`config.mk`:
```
export PLATFORM = sky130hd
export DESIGN_NAME = hpi_mailbox_port
export DESIGN_NICKNAME = d
export VERILOG_FILES = /design/src/rtl/hpi_pkg.sv /design/src/rtl/hpi_strobe_sync.sv /design/src/rtl/hpi_mailbox.sv /design/src/rtl/hpi_access.sv /design/src/rtl/hpi_mailbox_port.sv
export SDC_FILE = /design/constraint.sdc
export NUM_CORES = 1
export LEC_CHECK = 0
export BUFFER_PORTS_ARGS = -buffer_cell sky130_fd_sc_hd__buf_4
export CORE_AREA = 5 5 127 129
export DETAILED_ROUTE_END_ITERATION = 10
export DIE_AREA = 0 0 132 134
export PLACE_DENSITY = 0.8
export SYNTH_ARGS = -nofsm -noshare
export SYNTH_HDL_FRONTEND = slang
export SYNTH_HIERARCHICAL = 1
export SYNTH_SLANG_ARGS = --single-unit
```
`constraint.sdc`:
```
create_clock -name clk -period 4.7 [get_ports clk]
set_clock_uncertainty 0.1 [all_clocks]
set_input_delay 0.705 -clock clk [delete_from_list [all_inputs] [get_ports clk]]
set_output_delay 0.705 -clock clk [all_outputs]
set_load 0.02 [all_outputs]
```
`src/rtl/hpi_pkg.sv`:
```
package hpi_pkg;

    // Port codes carried on the two host address lines.
    typedef enum logic [1:0] {
        PORT_DATA = 2'b00,
        PORT_MBX  = 2'b01,
        PORT_PTR  = 2'b10,
        PORT_STAT = 2'b11
    } hpi_port_e;

    // Bit positions of the synchronized control lines.
    localparam int SYNC_WR  = 0;
    localparam int SYNC_RD  = 1;
    localparam int SYNC_CS  = 2;
    localparam int SYNC_W   = 3;

endpackage

```
`src/rtl/hpi_strobe_sync.sv`:
```
module hpi_strobe_sync #(
    parameter int STAGES = 2,
    parameter int W      = 3
) (
    input  logic         clk,
    input  logic         rst_n,
    input  logic [W-1:0] raw_n,
    output logic [W-1:0] lvl_n,
    output logic [W-1:0] fall
);
    localparam int DEPTH = STAGES + 1;

    typedef struct packed {
        logic [DEPTH-1:0][W-1:0] pipe;
    } sync_t;

    sync_t st_d, st_q;

    always_comb begin
        st_d.pipe[0] = raw_n;
        for (int i = 1; i < DEPTH; i++) begin
            st_d.pipe[i] = st_q.pipe[i-1];
        end
    end

    always_ff @(posedge clk or negedge rst_n) begin
        if (!rst_n) st_q <= '1;
        else        st_q <= st_d;
    end

    assign lvl_n = st_q.pipe[STAGES-1];
    assign fall  = st_q.pipe[STAGES] & ~st_q.pipe[STAGES-1];

    // A falling-edge event never lasts two cycles, so a held strobe acts once.
    for (genvar k = 0; k < W; k++) begin : g_once
        p_single_event_r10: assert property (@(posedge clk) disable iff (!rst_n)
            fall[k] |=> !fall[k]);
    end

endmodule

```
`src/rtl/hpi_mailbox.sv`:
```
module hpi_mailbox #(
    parameter int DW      = 16,
    parameter int NUM_MSG = 2
) (
    input  logic                         clk,
    input  logic                         rst_n,
    input  logic                         host_mbx_wr,
    input  logic                         host_mbx_rd,
    input  logic [DW-1:0]                host_wdata,
    input  logic [NUM_MSG-1:0]           msg_rd,
    input  logic                         cpu_mbx_wr,
    input  logic                         cpu_mbx_rd,
    input  logic [DW-1:0]                cpu_wdata,
    input  logic [NUM_MSG-1:0]           cpu_msg_wr,
    input  logic [DW-1:0]                cpu_msg_wdata,
    output logic [DW-1:0]                to_cpu,
    output logic [DW-1:0]                to_host,
    output logic                         cpu_full,
    output logic                         host_full,
    output logic [NUM_MSG-1:0]           msg_flag,
    output logic [NUM_MSG-1:0][DW-1:0]   msg_val,
    output logic                         irq
);
    typedef struct packed {
        logic [DW-1:0]              to_cpu;
        logic [DW-1:0]              to_host;
        logic                       cpu_full;
        logic                       host_full;
        logic [NUM_MSG-1:0]         flag;
        logic [NUM_MSG-1:0][DW-1:0] msg;
    } mbx_t;

    mbx_t st_d, st_q;

    always_comb begin
        st_d = st_q;
        // Host-to-CPU direction: the setting write outranks a CPU read.
        if (cpu_mbx_rd)  st_d.cpu_full = 1'b0;
        if (host_mbx_wr) begin
            st_d.to_cpu   = host_wdata;
            st_d.cpu_full = 1'b1;
        end
        // CPU-to-host direction: the setting write outranks a host read.
        if (host_mbx_rd) st_d.host_full = 1'b0;
        if (cpu_mbx_wr) begin
            st_d.to_host   = cpu_wdata;
            st_d.host_full = 1'b1;
        end
        for (int i = 0; i < NUM_MSG; i++) begin
            if (msg_rd[i]) st_d.flag[i] = 1'b0;
            if (cpu_msg_wr[i]) begin
                st_d.flag[i] = 1'b1;
                st_d.msg[i]  = cpu_msg_wdata;
            end
        end
    end

    always_ff @(posedge clk or negedge rst_n) begin
        if (!rst_n) st_q <= '0;
        else        st_q <= st_d;
    end

    assign to_cpu    = st_q.to_cpu;
    assign to_host   = st_q.to_host;
    assign cpu_full  = st_q.cpu_full;
    assign host_full = st_q.host_full;
    assign msg_flag  = st_q.flag;
    assign msg_val   = st_q.msg;
    assign irq       = st_q.host_full | (|st_q.flag);

    p_host_set_r5: assert property (@(posedge clk) disable iff (!rst_n)
        host_mbx_wr |=> cpu_full);
    p_cpu_clear_r5: assert property (@(posedge clk) disable iff (!rst_n)
        (cpu_mbx_rd && !host_mbx_wr) |=> !cpu_full);
    p_irq_raise_r6: assert property (@(posedge clk) disable iff (!rst_n)
        cpu_mbx_wr |=> irq);
    p_host_clear_r6: assert property (@(posedge clk) disable iff (!rst_n)
        (host_mbx_rd && !cpu_mbx_wr) |=> !host_full);
    p_set_wins_r11: assert property (@(posedge clk) disable iff (!rst_n)
        (host_mbx_rd && cpu_mbx_wr) |=> host_full);

    for (genvar g = 0; g < NUM_MSG; g++) begin : g_msg_chk
        p_msg_set_r7: assert property (@(posedge clk) disable iff (!rst_n)
            cpu_msg_wr[g] |=> (msg_flag[g] && irq));
    end

endmodule

```
`src/rtl/hpi_access.sv`:
```
module hpi_access
    import hpi_pkg::*;
#(
    parameter int             DW         = 16,
    parameter int             AW         = 16,
    parameter int             NUM_MSG    = 2,
    parameter logic [AW-1:0]  BRK_ADDR   = 'h0140,
    parameter logic [AW-1:0]  MSG_BASE   = 'h0144,
    parameter logic [AW-1:0]  MSG_STRIDE = 'h0004
) (
    input  logic                        clk,
    input  logic                        rst_n,
    input  logic                        rd_ev,
    input  logic                        wr_ev,
    input  hpi_port_e                   port,
    input  logic [DW-1:0]               wdata,
    input  logic [DW-1:0]               mem_rdata,
    input  logic [DW-1:0]               host_word,
    input  logic [DW-1:0]               status,
    input  logic [NUM_MSG-1:0][DW-1:0]  msg_val,
    output logic                        mem_req,
    output logic                        mem_we,
    output logic [AW-1:0]               mem_addr,
    output logic [DW-1:0]               mem_wdata,
    output logic [DW-1:0]               rdata,
    output logic [DW-1:0]               brk,
    output logic                        host_mbx_wr,
    output logic                        host_mbx_rd,
    output logic [NUM_MSG-1:0]          msg_rd
);
    localparam logic [AW-1:0] ADDR_STEP  = AW'(2);
    localparam logic [AW-1:0] ALIGN_MASK = ~AW'(1);

    typedef struct packed {
        logic [AW-1:0] ptr;
        logic          req;
        logic          we;
        logic [AW-1:0] maddr;
        logic [DW-1:0] mwdata;
        logic          p1;
        logic          p1_mem;
        logic          p2;
        logic          p2_mem;
        logic [DW-1:0] lval;
        logic [DW-1:0] rdata;
        logic [DW-1:0] brk;
    } acc_t;

    acc_t st_d, st_q;

    logic [NUM_MSG-1:0] msg_hit;
    logic               brk_hit;
    logic [DW-1:0]      msg_pick;

    for (genvar g = 0; g < NUM_MSG; g++) begin : g_hit
        assign msg_hit[g] = (st_q.ptr == MSG_BASE + AW'(g) * MSG_STRIDE);
    end
    assign brk_hit = (st_q.ptr == BRK_ADDR);

    always_comb begin
        msg_pick = '0;
        for (int i = 0; i < NUM_MSG; i++) begin
            if (msg_hit[i]) msg_pick = msg_val[i];
        end
    end

    always_comb begin
        st_d        = st_q;
        st_d.req    = 1'b0;
        st_d.we     = 1'b0;
        st_d.p2     = st_q.p1;
        st_d.p2_mem = st_q.p1_mem;
        st_d.p1     = 1'b0;
        st_d.p1_mem = 1'b0;
        host_mbx_wr = 1'b0;
        host_mbx_rd = 1'b0;
        msg_rd      = '0;

        if (st_q.p2) begin
            st_d.rdata = st_q.p2_mem ? mem_rdata : st_q.lval;
        end

        if (wr_ev) begin
            unique case (port)
                PORT_DATA: begin
                    if (brk_hit) begin
                        st_d.brk = wdata;
                    end else if (msg_hit == '0) begin
                        st_d.req    = 1'b1;
                        st_d.we     = 1'b1;
                        st_d.maddr  = st_q.ptr;
                        st_d.mwdata = wdata;
                    end
                    st_d.ptr = st_q.ptr + ADDR_STEP;
                end
                PORT_MBX:  host_mbx_wr = 1'b1;
                PORT_PTR:  st_d.ptr = wdata[AW-1:0] & ALIGN_MASK;
                PORT_STAT: ;
            endcase
        end else if (rd_ev) begin
            st_d.p1 = 1'b1;
            unique case (port)
                PORT_DATA: begin
                    if (brk_hit) begin
                        st_d.lval = st_q.brk;
                    end else if (msg_hit != '0) begin
                        st_d.lval = msg_pick;
                        msg_rd    = msg_hit;
                    end else begin
                        st_d.req    = 1'b1;
                        st_d.maddr  = st_q.ptr;
                        st_d.p1_mem = 1'b1;
                    end
                    st_d.ptr = st_q.ptr + ADDR_STEP;
                end
                PORT_MBX: begin
                    st_d.lval   = host_word;
                    host_mbx_rd = 1'b1;
                end
                PORT_PTR:  st_d.lval = DW'(st_q.ptr);
                PORT_STAT: st_d.lval = status;
            endcase
        end
    end

    always_ff @(posedge clk or negedge rst_n) begin
        if (!rst_n) st_q <= '0;
        else        st_q <= st_d;
    end

    assign mem_req   = st_q.req;
    assign mem_we    = st_q.we;
    assign mem_addr  = st_q.maddr;
    assign mem_wdata = st_q.mwdata;
    assign rdata     = st_q.rdata;
    assign brk       = st_q.brk;

    p_one_req_r10: assert property (@(posedge clk) disable iff (!rst_n)
        mem_req |=> !mem_req);
    p_ptr_step_r3: assert property (@(posedge clk) disable iff (!rst_n)
        mem_req |-> (st_q.ptr == mem_addr + ADDR_STEP));
    p_read_return_r3: assert property (@(posedge clk) disable iff (!rst_n)
        (mem_req && !mem_we) |=> st_q.p2_mem);
    p_no_brk_write_r9: assert property (@(posedge clk) disable iff (!rst_n)
        mem_req |-> (mem_addr != BRK_ADDR));

endmodule

```
`src/rtl/hpi_mailbox_port.sv`:
```
module hpi_mailbox_port
    import hpi_pkg::*;
#(
    parameter int             DW          = 16,
    parameter int             AW          = 16,
    parameter int             NUM_MSG     = 2,
    parameter int             SYNC_STAGES = 2,
    parameter logic [AW-1:0]  BRK_ADDR    = 'h0140,
    parameter logic [AW-1:0]  MSG_BASE    = 'h0144,
    parameter logic [AW-1:0]  MSG_STRIDE  = 'h0004
) (
    input  logic               clk,
    input  logic               rst_n,
    input  logic [1:0]         hp_addr,
    input  logic               hp_cs_n,
    input  logic               hp_rd_n,
    input  logic               hp_wr_n,
    input  logic [DW-1:0]      hp_wdata,
    output logic [DW-1:0]      hp_rdata,
    output logic               hp_irq,
    output logic               mem_req,
    output logic               mem_we,
    output logic [AW-1:0]      mem_addr,
    output logic [DW-1:0]      mem_wdata,
    input  logic [DW-1:0]      mem_rdata,
    input  logic               cpu_mbx_wr,
    input  logic               cpu_mbx_rd,
    input  logic [DW-1:0]      cpu_mbx_wdata,
    output logic [DW-1:0]      cpu_mbx_rdata,
    output logic               cpu_mbx_full,
    input  logic [NUM_MSG-1:0] cpu_msg_wr,
    input  logic [DW-1:0]      cpu_msg_wdata,
    output logic [DW-1:0]      cpu_brk
);
    localparam int FLAG_BASE = 2;

    logic [SYNC_W-1:0]          raw_n, lvl_n, fall;
    logic                       rd_ev, wr_ev;
    logic                       host_mbx_wr, host_mbx_rd;
    logic [NUM_MSG-1:0]         msg_rd, msg_flag;
    logic [NUM_MSG-1:0][DW-1:0] msg_val;
    logic [DW-1:0]              host_word, status;
    logic                       cpu_full, host_full;

    assign raw_n[SYNC_WR] = hp_wr_n;
    assign raw_n[SYNC_RD] = hp_rd_n;
    assign raw_n[SYNC_CS] = hp_cs_n;

    hpi_strobe_sync #(
        .STAGES (SYNC_STAGES),
        .W      (SYNC_W)
    ) u_sync (
        .clk   (clk),
        .rst_n (rst_n),
        .raw_n (raw_n),
        .lvl_n (lvl_n),
        .fall  (fall)
    );

    // Write wins if both strobes fall together.
    assign wr_ev = fall[SYNC_WR] & ~lvl_n[SYNC_CS];
    assign rd_ev = fall[SYNC_RD] & ~fall[SYNC_WR] & ~lvl_n[SYNC_CS];

    always_comb begin
        status                          = '0;
        status[0]                       = host_full;
        status[1]                       = cpu_full;
        status[FLAG_BASE +: NUM_MSG]    = msg_flag;
    end

    hpi_access #(
        .DW         (DW),
        .AW         (AW),
        .NUM_MSG    (NUM_MSG),
        .BRK_ADDR   (BRK_ADDR),
        .MSG_BASE   (MSG_BASE),
        .MSG_STRIDE (MSG_STRIDE)
    ) u_access (
        .clk         (clk),
        .rst_n       (rst_n),
        .rd_ev       (rd_ev),
        .wr_ev       (wr_ev),
        .port        (hpi_port_e'(hp_addr)),
        .wdata       (hp_wdata),
        .mem_rdata   (mem_rdata),
        .host_word   (host_word),
        .status      (status),
        .msg_val     (msg_val),
        .mem_req     (mem_req),
        .mem_we      (mem_we),
        .mem_addr    (mem_addr),
        .mem_wdata   (mem_wdata),
        .rdata       (hp_rdata),
        .brk         (cpu_brk),
        .host_mbx_wr (host_mbx_wr),
        .host_mbx_rd (host_mbx_rd),
        .msg_rd      (msg_rd)
    );

    hpi_mailbox #(
        .DW      (DW),
        .NUM_MSG (NUM_MSG)
    ) u_mailbox (
        .clk           (clk),
        .rst_n         (rst_n),
        .host_mbx_wr   (host_mbx_wr),
        .host_mbx_rd   (host_mbx_rd),
        .host_wdata    (hp_wdata),
        .msg_rd        (msg_rd),
        .cpu_mbx_wr    (cpu_mbx_wr),
        .cpu_mbx_rd    (cpu_mbx_rd),
        .cpu_wdata     (cpu_mbx_wdata),
        .cpu_msg_wr    (cpu_msg_wr),
        .cpu_msg_wdata (cpu_msg_wdata),
        .to_cpu        (cpu_mbx_rdata),
        .to_host       (host_word),
        .cpu_full      (cpu_full),
        .host_full     (host_full),
        .msg_flag      (msg_flag),
        .msg_val       (msg_val),
        .irq           (hp_irq)
    );

    assign cpu_mbx_full = cpu_full;

    // An ignored strobe (chip select high) must not touch memory.
    p_cs_gate_r10: assert property (@(posedge clk) disable iff (!rst_n)
        (fall[SYNC_WR] && lvl_n[SYNC_CS]) |=> !mem_req);

endmodule

```
======== Word-level counts from Yosys, hierarchy flattened ========
Cells that the tools add are included.
cells by class
  $add $sub $neg .......................... 1
  eq/ne operators ......................... 9
  mux-type cells .......................... 41
  bitwise logic cells ..................... 10
  reductions and logical operators ........ 16
operators by type and width
  kind                   count
  $mux 16                10
  $mux 34                3
  $pmux 16 s4            1
  $mux 17                3
  $eq 16x9->1 const B    3
  $pmux 16 s2            1
  $add 16x2->16 const B  1
  $mux 1                 16
  $reduce_bool 2->1      8
  $mux 2                 7
  $reduce_and 3->1       3
  $reduce_and 5->1       1
  $eq 2x2->1 const B     2
  $logic_not 2->1        2
  $not 1->1              4
  $reduce_and 4->1       1
  $and 1x1->1            3
  $ne 3x1->1 const B     1
  $and 2x2->2            1
  $eq 2x1->1 const B     1
  $ne 2x1->1 const B     1
  $ne 2x2->1 const B     1
  $not 2->2              1
  $reduce_or 2->1        1
  $or 1x1->1             1
storage, ports and cells
  register bits after elaboration ......... 178
  input bits .............................. 75
  output and inout bits ................... 84
  word-level logic and storage cells ...... 100

======== Logic depth before layout (Yosys ltp) ========
Gate-level depths: netlist (run 1).
  depth after elaboration ................. 9
  gate-level depth with buffers ........... 11
  gate-level depth less buffers ........... 9

======== By module ========
The synthesis (run 1) kept the hierarchy.
modules (own cells, without submodules)
  module            instances  cells an instance  area each (µm²)  seq. area each (µm²)
  hpi_access        1          528                5640.4           2527.4
  hpi_mailbox       1          149                2738.9           1701.6
  hpi_strobe_sync   1          15                 300.3            236.5
  hpi_mailbox_port  1          3                  22.5             0.0

======== Least setup slack after synthesis (run 1) ========
Ideal clock, no wire load.
  kind .................................... input to register
  start ................................... in hp_addr[0]
  end ..................................... reg u_mailbox.st_q, in the netlist u_mailbox/to_cpu[0]
  library setup time ...................... 0.125 ns
  data arrival time ....................... 2.640 ns
  data required time ...................... 4.475 ns
  slack ................................... 1.834 ns
  cell stages on the path ................. 8
  buffers on the path ..................... 5
  path through ............................ clkbuf_1 -> buf_1 -> clkbuf_1 -> nand2_1 -> nor2_1 -> buf_6 -> buf_12 -> mux2_4
between the ends
  cells in the longest elaborated chain, start to end .. 3
ends and longest elaborated chain
  item                    RTL line                text
  start: declaration      hpi_mailbox_port.sv:14  input logic [1:0] hp_addr,
  $eq 2x1->1              hpi_access.sv:84        unique case (port)
  $mux 1                  hpi_access.sv:84
  $mux 1                  hpi_access.sv:83        if (wr_ev) begin
  via host_mbx_wr         hpi_mailbox_port.sv:39  logic host_mbx_wr, host_mbx_rd;
  end signal: assignment  hpi_mailbox.sv:60       else st_q <= st_d;
  end: declaration        hpi_mailbox.sv:33       mbx_t st_d, st_q;
The timed path passes the listed nets, and every way through them passes these cells.
A chain may end at the register's enable or synchronous reset.

======== Worst setup path after layout (run 1) ========
  start ................................... reg u_access/st_q[89] (netlist bit)
  end ..................................... reg u_access/st_q[46] (netlist bit)
between the ends
  cells in the longest elaborated chain, start to end .. 6
  elaborated cells on any way between the ends .. 11
  those cells by class .................... 4 x eq/ne; 5 x mux; 2 x reduce/logical
ends and longest elaborated chain
  item                      RTL line           text
  start: declaration        hpi_access.sv:49   acc_t st_d, st_q;
  start signal: assignment  hpi_access.sv:128  else st_q <= st_d;
  $eq 16x9->1               hpi_access.sv:56   assign msg_hit[g] = (st_q.ptr == MSG_BASE + AW'(g) * MSG_STRIDE);
  $mux 16 (2 in a row)      hpi_access.sv:63   if (msg_hit[i]) msg_pick = msg_val[i];
  $mux 16                   hpi_access.sv:106  end else if (msg_hit != '0) begin
  $mux 16                   hpi_access.sv:104  if (brk_hit) begin
  $pmux 16 s4               hpi_access.sv:102  unique case (port)
Parallel ways exist; a longest one is shown, timed or not. The select of a mux whose other input is x is not followed.

==> results of run 1 <==
-- state kept, by name, summed over array words and instances (netlist names) --
register	count
u_access/st_q	33
u_access/brk	16
u_access/mem_we	1
u_mailbox/cpu_full	1
u_mailbox/to_host	16
u_sync/st_q	2
u_access/mem_wdata	16
u_sync/st_d	3
u_access/st_d	2
u_access/mem_addr	16
u_access/mem_req	1
u_mailbox/msg_val	32
u_mailbox/to_cpu	16
u_mailbox/host_full	1
u_sync/lvl_n	3
u_access/rdata	16
u_mailbox/msg_flag	2
-- stage by stage --
| step | util (%) | hold slack [ns] | worst slack [ns] |
|---|---|---|---|
| 2_1_floorplan | - | 0.231 | 1.83 |
| 3_5_place_dp | 63.1 | 0.243 | 1.64 |
| 5_1_grt | 67.4 | 0.265 | 1.34 |
| 4_1_cts | 67.4 | 0.256 | 1.65 |
| 3_3_place_gp | 63.1 | 0.239 | 1.73 |
| 6_report | 67.4 | 0.240 | 1.55 |
-- worst max-delay path: stages, from the launching register on --
cell and delay (ns):
dfrtp_1 0.70, or4b_2 0.76, nor4_1 0.98, o21ai_0 0.25, o21ai_0 0.13, mux2_2 0.17
-- power by group through the flow --
| stage | clock [W] | combinational [W] | sequential [W] |
|---|---|---|---|
| 6_report | 0.00151 | 0.000857 | 0.00190 |
| 5_1_grt | 0.00161 | 0.000920 | 0.00193 |
| 4_1_cts | 0.00154 | 0.000862 | 0.00190 |
| 3_5_place_dp | 0 | 0.000860 | 0.00192 |
| 3_3_place_gp | 0 | 0.000831 | 0.00191 |
| 2_1_floorplan | 0 | 0.000619 | 0.00189 |
-- how the worst max path moves through the flow --
stage / endpoint / slack, ns / cells after the start
5_1_grt: u_access/st_q[33]$_DFFE_PN0P_ / 1.34 / 5
6_report: u_access/st_q[46]$_DFFE_PN0P_ / 1.55 / 5
3_3_place_gp: u_access/mem_wdata[10]$_DFFE_PN0P_ / 1.73 / 6
2_1_floorplan: u_mailbox/to_cpu[0]$_DFFE_PN0P_ / 1.83 / 8
3_5_place_dp: u_access/mem_wdata[5]$_DFFE_PN0P_ / 1.64 / 6
4_1_cts: u_access/st_q[46]$_DFFE_PN0P_ / 1.65 / 5
-- layer usage --
metal	global-route usage, %	vias to the layer above	routed length (um)
met5	0	-	0
li1	-	2572	-
met4	8.46	0	427
met3	6.49	31	1620
met1	31.4	2923	8440
met2	37.3	239	10100
-- layout make-up --
class,instances,share of cell area (%)
clock buffers,20,4.54
clock inverters,12,1.77
inverters,12,0.448
multi-input cells,408,34.3
flip-flops and latches,177,44.2
well taps,188,2.34
repair buffers,166,12.4
==> flow_summary.yaml, run 1 <==
clock_network:
  clockBufferDepth: 2
  cts_tree: "built"
  cts.sinks: 177
  cts_root_buf: "clkbuf_16"
  post_cts_resized: 0
  clk_latency_ns: 0.43
  htreeDepth: 4
  cts_setup_buffers: 0
  numCtsBuffers: 17
  hold_buffers: 0
  clk_pin_slew_worst_paths_ns: 0.07
worst_setup_path:
  start_kind: "flip-flop"
  ff2ff_path_depth: 5
  crit_start: "u_access/st_q[89]$_DFFE_PN0P_"
  r2r_end: "u_access/st_q[46]$_DFFE_PN0P_"
  reg2reg_from: "u_access/st_q[89]$_DFFE_PN0P_"
  cp.arrival_ns: 3.42
  ff2ff_setup_slack_ns: 1.55
  path_max_fanout: 19
  worstPathRequired_ns: 4.97
  path_class: "reg -> reg"
  critPathCaptureType: "flip-flop"
floorplan:
  die_w_um: 132
  initial_core_util_pct: 58.0
  fp-row-count: 45
  die_h_um: 134
  coreArea_sq_um: 14900
  ioPinCount: 159
  die-area_sq_um: 17700
timing:
  rsz0062_at_grt: "no"
  slew_headroom_pct: 14.5
  drv_slew: 0
  setup_viol: 0
  post-route-period-util_pct: 67.0
  hold_violations: 0
  period_minus_slack_ns: 3.15
  finalSetupTns_ns: 0
  worst_pin_slew_ns: 1.27
  timing.fmax_mhz: 317
grt:
  grt_util_all_layers_pct: 23.5
  grt_pass1_wl_mm: 33.1
  grt_antenna_before_repair: 0
  overflow: 0
  grt_pass1_vias: 6078
  grt_max_degree: 88
cells_and_area:
  final_common_cell: "dfrtp_1"
  area_delta_synth_final_pct: 16.3
  finalNonFillerCells: 983
  seq_area_sq_um: 4440
  design_area_sq_um: 10100
  multi_input_area_sq_um: 3450
  layout_common_cells: "169 x dfrtp_1, 165 x buf_4, 89 x mux2_2"
  antennaDiodeCount: 0
  fillCellCount: 1075
  drive_gt1_share_pct: 44.9
  fin_nets: 858
power:
  leakagePower_nw: 4.60
  vdd_drop_max_mv: 0.273
  seqPwrFrac_pct: 44.5
  intPower_w: 0.00308
  p_per_area_nw_per_um2: 424
  p_total_w: 0.00427
  clock_power_share_pct: 35.4
  swShare_pct: 28.0
  p_comb_share_pct: 20.1
  netSwitchingPower_w: 0.00119
logic_synthesis:
  syn_inst: 691
  syn_avg_cell_area_sq_um: 12.5
  yosys_warnings: 6
  syn_area_sq_um: 8650
place:
  gp_routability_congestion: 0.839
  portBuffers: 158
  dp.cells: 951
  dpl_cell_area_sq_um: 9420
  dp_hpwl_mm: 14.8
status:
  status: "completed"
route:
  vias: 5765
  wirelength_mm: 20.6
  post_drt_wl_per_cell_um: 21.0
  drc: 0
  antenna_left: 0
  drt_iter0_markers: 463
  via_per_inst: 5.86
  drtPass1Iterations: 5
job:
  max_cap_viol_count: 0
worst_hold_path:
  hp-class: "in -> async"
No activity file was read; power rests on OpenSTA's default activity.
==> run 2, diff against run 1 <==
--- a/config.mk
+++ b/config.mk
@@ -6,10 +6,10 @@
 export NUM_CORES = 1
 export LEC_CHECK = 0
 export BUFFER_PORTS_ARGS = -buffer_cell sky130_fd_sc_hd__buf_4
-export CORE_AREA = 5 5 127 129
+export CORE_AREA = 5 5 137 139
 export DETAILED_ROUTE_END_ITERATION = 10
-export DIE_AREA = 0 0 132 134
-export PLACE_DENSITY = 0.8
+export DIE_AREA = 0 0 142 144
+export PLACE_DENSITY = 0.72
 export SYNTH_ARGS = -nofsm -noshare
 export SYNTH_HDL_FRONTEND = slang
 export SYNTH_HIERARCHICAL = 1
==> constraint.sdc (replaced) <==
create_clock -name clk -period 2.8 [get_ports clk]
set_clock_uncertainty 0.1 [all_clocks]
set_input_delay 0.42 -clock clk [delete_from_list [all_inputs] [get_ports clk]]
set_output_delay 0.42 -clock clk [all_outputs]
set_load 0.02 [all_outputs]
==> run 2 against run 1 <==
  * Setup slack worse by 1.4 ns
  * Flip-flop and latch count did not move
  * Utilization decreased by 8.2 points
  * Via count rose by 1.4%
  * Final cell count increased by 7.2%
  * Register-to-register slack worse by 1.4 ns
  * Fmax up 20%
  * Critical path type unchanged
  * Highest routed layer unchanged
==> flow_summary.yaml, run 2 (synthesis gave the netlist of run 1 again) <==
status:
  status: "completed"
route:
  drt_iter0_markers: 301
  vias: 5845
  wirelength_mm: 21.6
  drtPass1Iterations: 5
  via_per_inst: 5.55
  drc: 0
  antenna_left: 0
  post_drt_wl_per_cell_um: 20.5
power:
  leakagePower_nw: 4.75
  swShare_pct: 27.5
  intPower_w: 0.00526
  vdd_drop_max_mv: 0.447
  p_total_w: 0.00726
  p_comb_share_pct: 21.1
  seqPwrFrac_pct: 43.4
  netSwitchingPower_w: 0.00199
  clock_power_share_pct: 35.5
  p_per_area_nw_per_um2: 699
clock_network:
  cts.sinks: 177
  cts_root_buf: "clkbuf_16"
  clk_pin_slew_worst_paths_ns: 0.06
  clockBufferDepth: 2
  cts_tree: "built"
  htreeDepth: 4
  numCtsBuffers: 17
  clk_latency_ns: 0.42
  post_cts_resized: 0
worst_setup_path:
  worstPathRequired_ns: 3.00
  crit_top_cell: "buf_4"
  slowest_stage: "or4b_1"
  path_max_fanout: 17
  r2r_end: "u_access/mem_addr[11]$_DFFE_PN0P_"
  start_kind: "flip-flop"
  ff2ff_path_depth: 7
  cp_slowest_stage_delay_ns: 0.60
  ff2ff_setup_slack_ns: 0.18
  reg2reg_from: "u_access/st_q[99]$_DFFE_PN0P_"
  critPathCaptureType: "flip-flop"
  cp.arrival_ns: 2.82
  path_class: "reg -> reg"
  crit_chain: "or4b_1, nor4_4, buf_4, a21o_1, nor2_1, buf_4, mux2_2"
timing:
  finalSetupTns_ns: 0
  worst_pin_slew_ns: 1.12
  post-route-period-util_pct: 93.7
  rsz0062_at_grt: "no"
  drv_slew: 0
  setup_viol: 0
  worst_hold_slack_ns: 0.132
  timing.fmax_mhz: 381
  hold_violations: 0
  period_minus_slack_ns: 2.62
  slew_headroom_pct: 24.3
worst_hold_path:
  min_from: "cpu_mbx_wdata[2]"
  min_to: "u_mailbox/to_host[2]$_DFFE_PN0P_"
  worstHoldPathCells: 2
  hp-class: "in -> reg"
grt:
  grt_antenna_before_repair: 0
  overflow: 0
  grt_max_degree: 77
  grt_pass1_wl_mm: 34.2
  grt_util_all_layers_pct: 21.6
  grt_pass1_vias: 6133
floorplan:
  die_w_um: 142
  initial_core_util_pct: 49.3
  fp-row-count: 49
  die-area_sq_um: 20400
  ioPinCount: 159
  coreArea_sq_um: 17500
  die_h_um: 144
cells_and_area:
  largest_reg_flops: 33
  multi_input_area_sq_um: 3450
  antennaDiodeCount: 0
  area_delta_synth_final_pct: 20.1
  final_core_util_pct: 59.2
  seq_area_sq_um: 4440
  fillCellCount: 1463
  fin_nets: 888
  final_common_cell: "buf_4"
  layout_common_cells: "188 x buf_4, 169 x dfrtp_1, 89 x mux2_2"
  largest_register: "u_access/st_q"
  drive_gt1_share_pct: 45.9
place:
  portBuffers: 158
  gp_routability_congestion: 0.828
  dp_hpwl_mm: 15.7
job:
  max_cap_viol_count: 0
[run 2: how the worst max path moves through the flow]
| stage | from | endpoint | slack, ns | cells after the start |
|---|---|---|---|---|
| after floorplan | hp_addr[0] | u_mailbox/to_cpu[0]$_DFFE_PN0P_ | 0.22 | 8 |
| after global placement | u_access/st_q[99]$_DFFE_PN0P_ | u_access/mem_addr[2]$_DFFE_PN0P_ | 0.31 | 7 |
| after detailed placement | u_access/st_q[99]$_DFFE_PN0P_ | u_access/mem_addr[2]$_DFFE_PN0P_ | 0.22 | 7 |
| after CTS | u_access/st_q[99]$_DFFE_PN0P_ | u_access/mem_addr[11]$_DFFE_PN0P_ | 0.20 | 7 |
| after global routing | u_sync/lvl_n[1]$_DFF_PN1_ | u_access/st_q[95]$_DFFE_PN0P_ | 0.06 | 7 |
| final | u_access/st_q[99]$_DFFE_PN0P_ | u_access/mem_addr[11]$_DFFE_PN0P_ | 0.18 | 7 |
[run 2: power by group through the flow]
stage	logic (W)	registers [W]	clock network, W
6_report	0.00153	0.00315	0.00257
5_1_grt	0.00166	0.00319	0.00273
3_3_place_gp	0.00150	0.00317	0
4_1_cts	0.00155	0.00315	0.00263
3_5_place_dp	0.00153	0.00318	0
2_1_floorplan	0.00104	0.00317	0
[run 2: stage by stage]
step           std cells  setup WS, ns  instance area, sq um
2_1_floorplan        702         0.219                  8690
3_3_place_gp        1018         0.307                  9700
3_5_place_dp        1018         0.215                  9700
4_1_cts             1054         0.200                 10400
5_1_grt             1054        0.0629                 10400
6_report            1054         0.176                 10400
[run 2: critical path, delay by kind of cell (launching register included)]
| kind | cells | cell delay [ns] |
|---|---|---|
| AOI/OAI and AO/OA | 1 | 0.16 |
| muxes | 1 | 0.30 |
| DFF | 1 | 0.43 |
| buffers and inverters | 2 | 0.42 |
| and+or+nand+nor | 3 | 1.08 |
[run 2: layout make-up]
cell class	instances	area share, %
clock inverter	9	1.72
multi-input combinational	408	33.2
timing repair buffer	196	14.7
clock buffer	23	4.41
sequential	177	42.8
tap	229	2.76
inverter	12	0.434
[run 2: layer usage]
metal,vias to the layer above,part of all wire [%],GRT usage (%)
li1,2638,-,-
met1,2958,43,29.3
met2,222,49,35.4
met3,27,6.6,4.60
met4,0,1.6,6.16
met5,-,0,0
[run 2: repair_timing]
action                                  4_1_cts  5_1_grt
endpoints found under the setup margin        0        0
setup buffers                                 0        0
hold endpoints to repair                     76        0
hold buffers                                  4        0
==> run 3, diff against run 2 <==
--- a/config.mk
+++ b/config.mk
@@ -5,10 +5,11 @@
 export SDC_FILE = /design/constraint.sdc
 export NUM_CORES = 1
 export LEC_CHECK = 0
+export ABC_AREA = 1
 export BUFFER_PORTS_ARGS = -buffer_cell sky130_fd_sc_hd__buf_4
-export CORE_AREA = 5 5 137 139
+export CORE_AREA = 5 5 144 132
 export DETAILED_ROUTE_END_ITERATION = 10
-export DIE_AREA = 0 0 142 144
+export DIE_AREA = 0 0 149 137
 export PLACE_DENSITY = 0.72
 export SYNTH_ARGS = -nofsm -noshare
 export SYNTH_HDL_FRONTEND = slang
==> run 3 against run 2 <==
  * First-iteration DRC count grew to 2.5 times the previous value
  * Register-to-register slack better by 0.28 ns
  * Critical path type unchanged
  * Highest routed layer unchanged
  * Wire length grew 6.9%
  * Via count rose by 23%
==> flow_summary.yaml, run 3 <==
status:
  status: "completed"
cells_and_area:
  design_area_sq_um: 10200
  final_common_cell: "nand2_1"
  layout_common_cells: "415 x nand2_1, 169 x dfrtp_1, 168 x buf_4"
  area_delta_synth_final_pct: 18.0
  largest_reg_flops: 33
  drive_gt1_share_pct: 20.9
  largest_register: "u_access/st_q"
  antennaDiodeCount: 0
  fin_nets: 1227
place:
  gp_routability_congestion: 0.925
  dp_hpwl_mm: 16.7
  dpl_cell_area_sq_um: 9480
  dp_slack_ns: 0.503
  portBuffers: 158
worst_setup_path:
  path_class: "reg -> reg"
  slowest_stage: "nand2_2"
  start_kind: "flip-flop"
  path_max_fanout: 33
  crit_top_cell: "nand2_1"
  cp.arrival_ns: 2.59
  crit_chain: "nor2_1, nand2_4, nor2_4, nand2_1, nand2_1, nor2_4, nand2_2, nand2_1, o21ai_1"
  worstPathRequired_ns: 3.04
  reg2reg_from: "u_access/st_q[93]$_DFFE_PN0P_"
  crit_start: "u_access/st_q[93]$_DFFE_PN0P_"
  cp_slowest_stage_delay_ns: 0.45
  critPathCaptureType: "flip-flop"
timing:
  post-route-period-util_pct: 83.8
  hold_violations: 0
  rsz0062_at_grt: "no"
  slew_headroom_pct: 33.8
  drv_slew: 0
  period_minus_slack_ns: 2.35
  finalWorstSetupSlack_ns: 0.452
  timing.fmax_mhz: 426
  finalSetupTns_ns: 0
  worst_pin_slew_ns: 0.993
  setup_viol: 0
route:
  wirelength_mm: 23.1
  drt_iter0_markers: 755
  via_per_inst: 5.14
  drtPass1Iterations: 6
  vias: 7210
  post_drt_wl_per_cell_um: 16.4
  antenna_left: 0
  drc: 0
floorplan:
  initial_core_util_pct: 49.5
  ioPinCount: 159
  coreArea_sq_um: 17400
  die-area_sq_um: 20400
  die_h_um: 137
  fp-row-count: 46
  die_w_um: 149
clock_network:
  cts.sinks: 177
  cts_tree: "built"
  clockBufferDepth: 2
  htreeDepth: 4
  cts_root_buf: "clkbuf_16"
  clk_pin_slew_worst_paths_ns: 0.07
  numCtsBuffers: 17
  clk_latency_ns: 0.43
logic_synthesis:
  syn_avg_cell_area_sq_um: 8.15
  syn_area_sq_um: 8600
  syn_inst: 1056
  yosys_warnings: 6
worst_hold_path:
  min_from: "cpu_mbx_wdata[2]"
  hp-class: "in -> reg"
job:
  max_cap_viol_count: 0
grt:
  grt_max_degree: 66
  grt_util_all_layers_pct: 22.8
  overflow: 0
  grt_antenna_before_repair: 0
  grt_pass1_wl_mm: 36.1
  grt_pass1_vias: 6784
power:
  leakagePower_nw: 5.21
  vdd_drop_max_mv: 0.489
  p_per_area_nw_per_um2: 693
[run 3: report_power, final]
part | leakage, nW | internal [W] | switching (W)
clock | 0.307 | 0.00152 | 0.00104
sequential | 2.21 | 0.00290 | 0.000239
combinational | 2.69 | 0.000546 | 0.000792
[run 3: per-layer routing]
metal / wire length [um] / vias up / GRT usage (%)
met5: 0 / - / 0
met4: 416 / 0 / 6.10
met3: 1820 / 33 / 5.79
met2: 10200 / 306 / 34.1
met1: 10700 / 3376 / 33.2
li1: - / 3495 / -
[run 3: through the flow]
stage               cells  power (W)  util (%)  hold WS (ns)
CTS                  1404    0.00708      58.4        0.0813
global placement     1368    0.00449      54.5         0.233
global route         1404    0.00735      58.4        0.0845
floorplan            1067    0.00409         -        0.0244
finish               1404    0.00703      58.4        0.0949
detailed placement   1368    0.00452      54.5         0.240
[run 3: cell type report]
type | count | area [sq um]
Clock buffer | 19 | 433
Fill cell | 1632 | 7230
Multi-Input combinational cell | 714 | 3160
Clock inverter | 13 | 204
Inverter | 66 | 270
Tap cell | 240 | 300
Sequential cell | 177 | 4440
Timing Repair Buffer | 175 | 1350
[run 3: timing repair]
action,CTS,global route
buffers inserted,0,0
endpoints found under the hold margin,58,0
hold buffers,4,0
gates resized for setup,0,0
[run 3: path summary, 6_finish.rpt]
kind	cells past startpoint	slack (ns)	endpoint
min	3	0.09	u_mailbox/to_host[2]$_DFFE_PN0P_
max in group asynchronous	3	1.38	u_sync/st_d[5]$_DFF_PN1_
min reg2reg	0	0.25	u_access/st_q[49]$_DFF_PN0_
max reg2reg	9	0.45	u_access/mem_wdata[10]$_DFFE_PN0P_
min in group asynchronous	2	0.45	u_access/mem_addr[14]$_DFFE_PN0P_
max	9	0.45	u_access/mem_wdata[10]$_DFFE_PN0P_
[run 3: critical path, delay by kind of cell (launching register included)]
kind	cells	cell delay [ns]
AOI/OAI and AO/OA	1	0.11
and+or+nand+nor	8	1.61
DFF	1	0.44
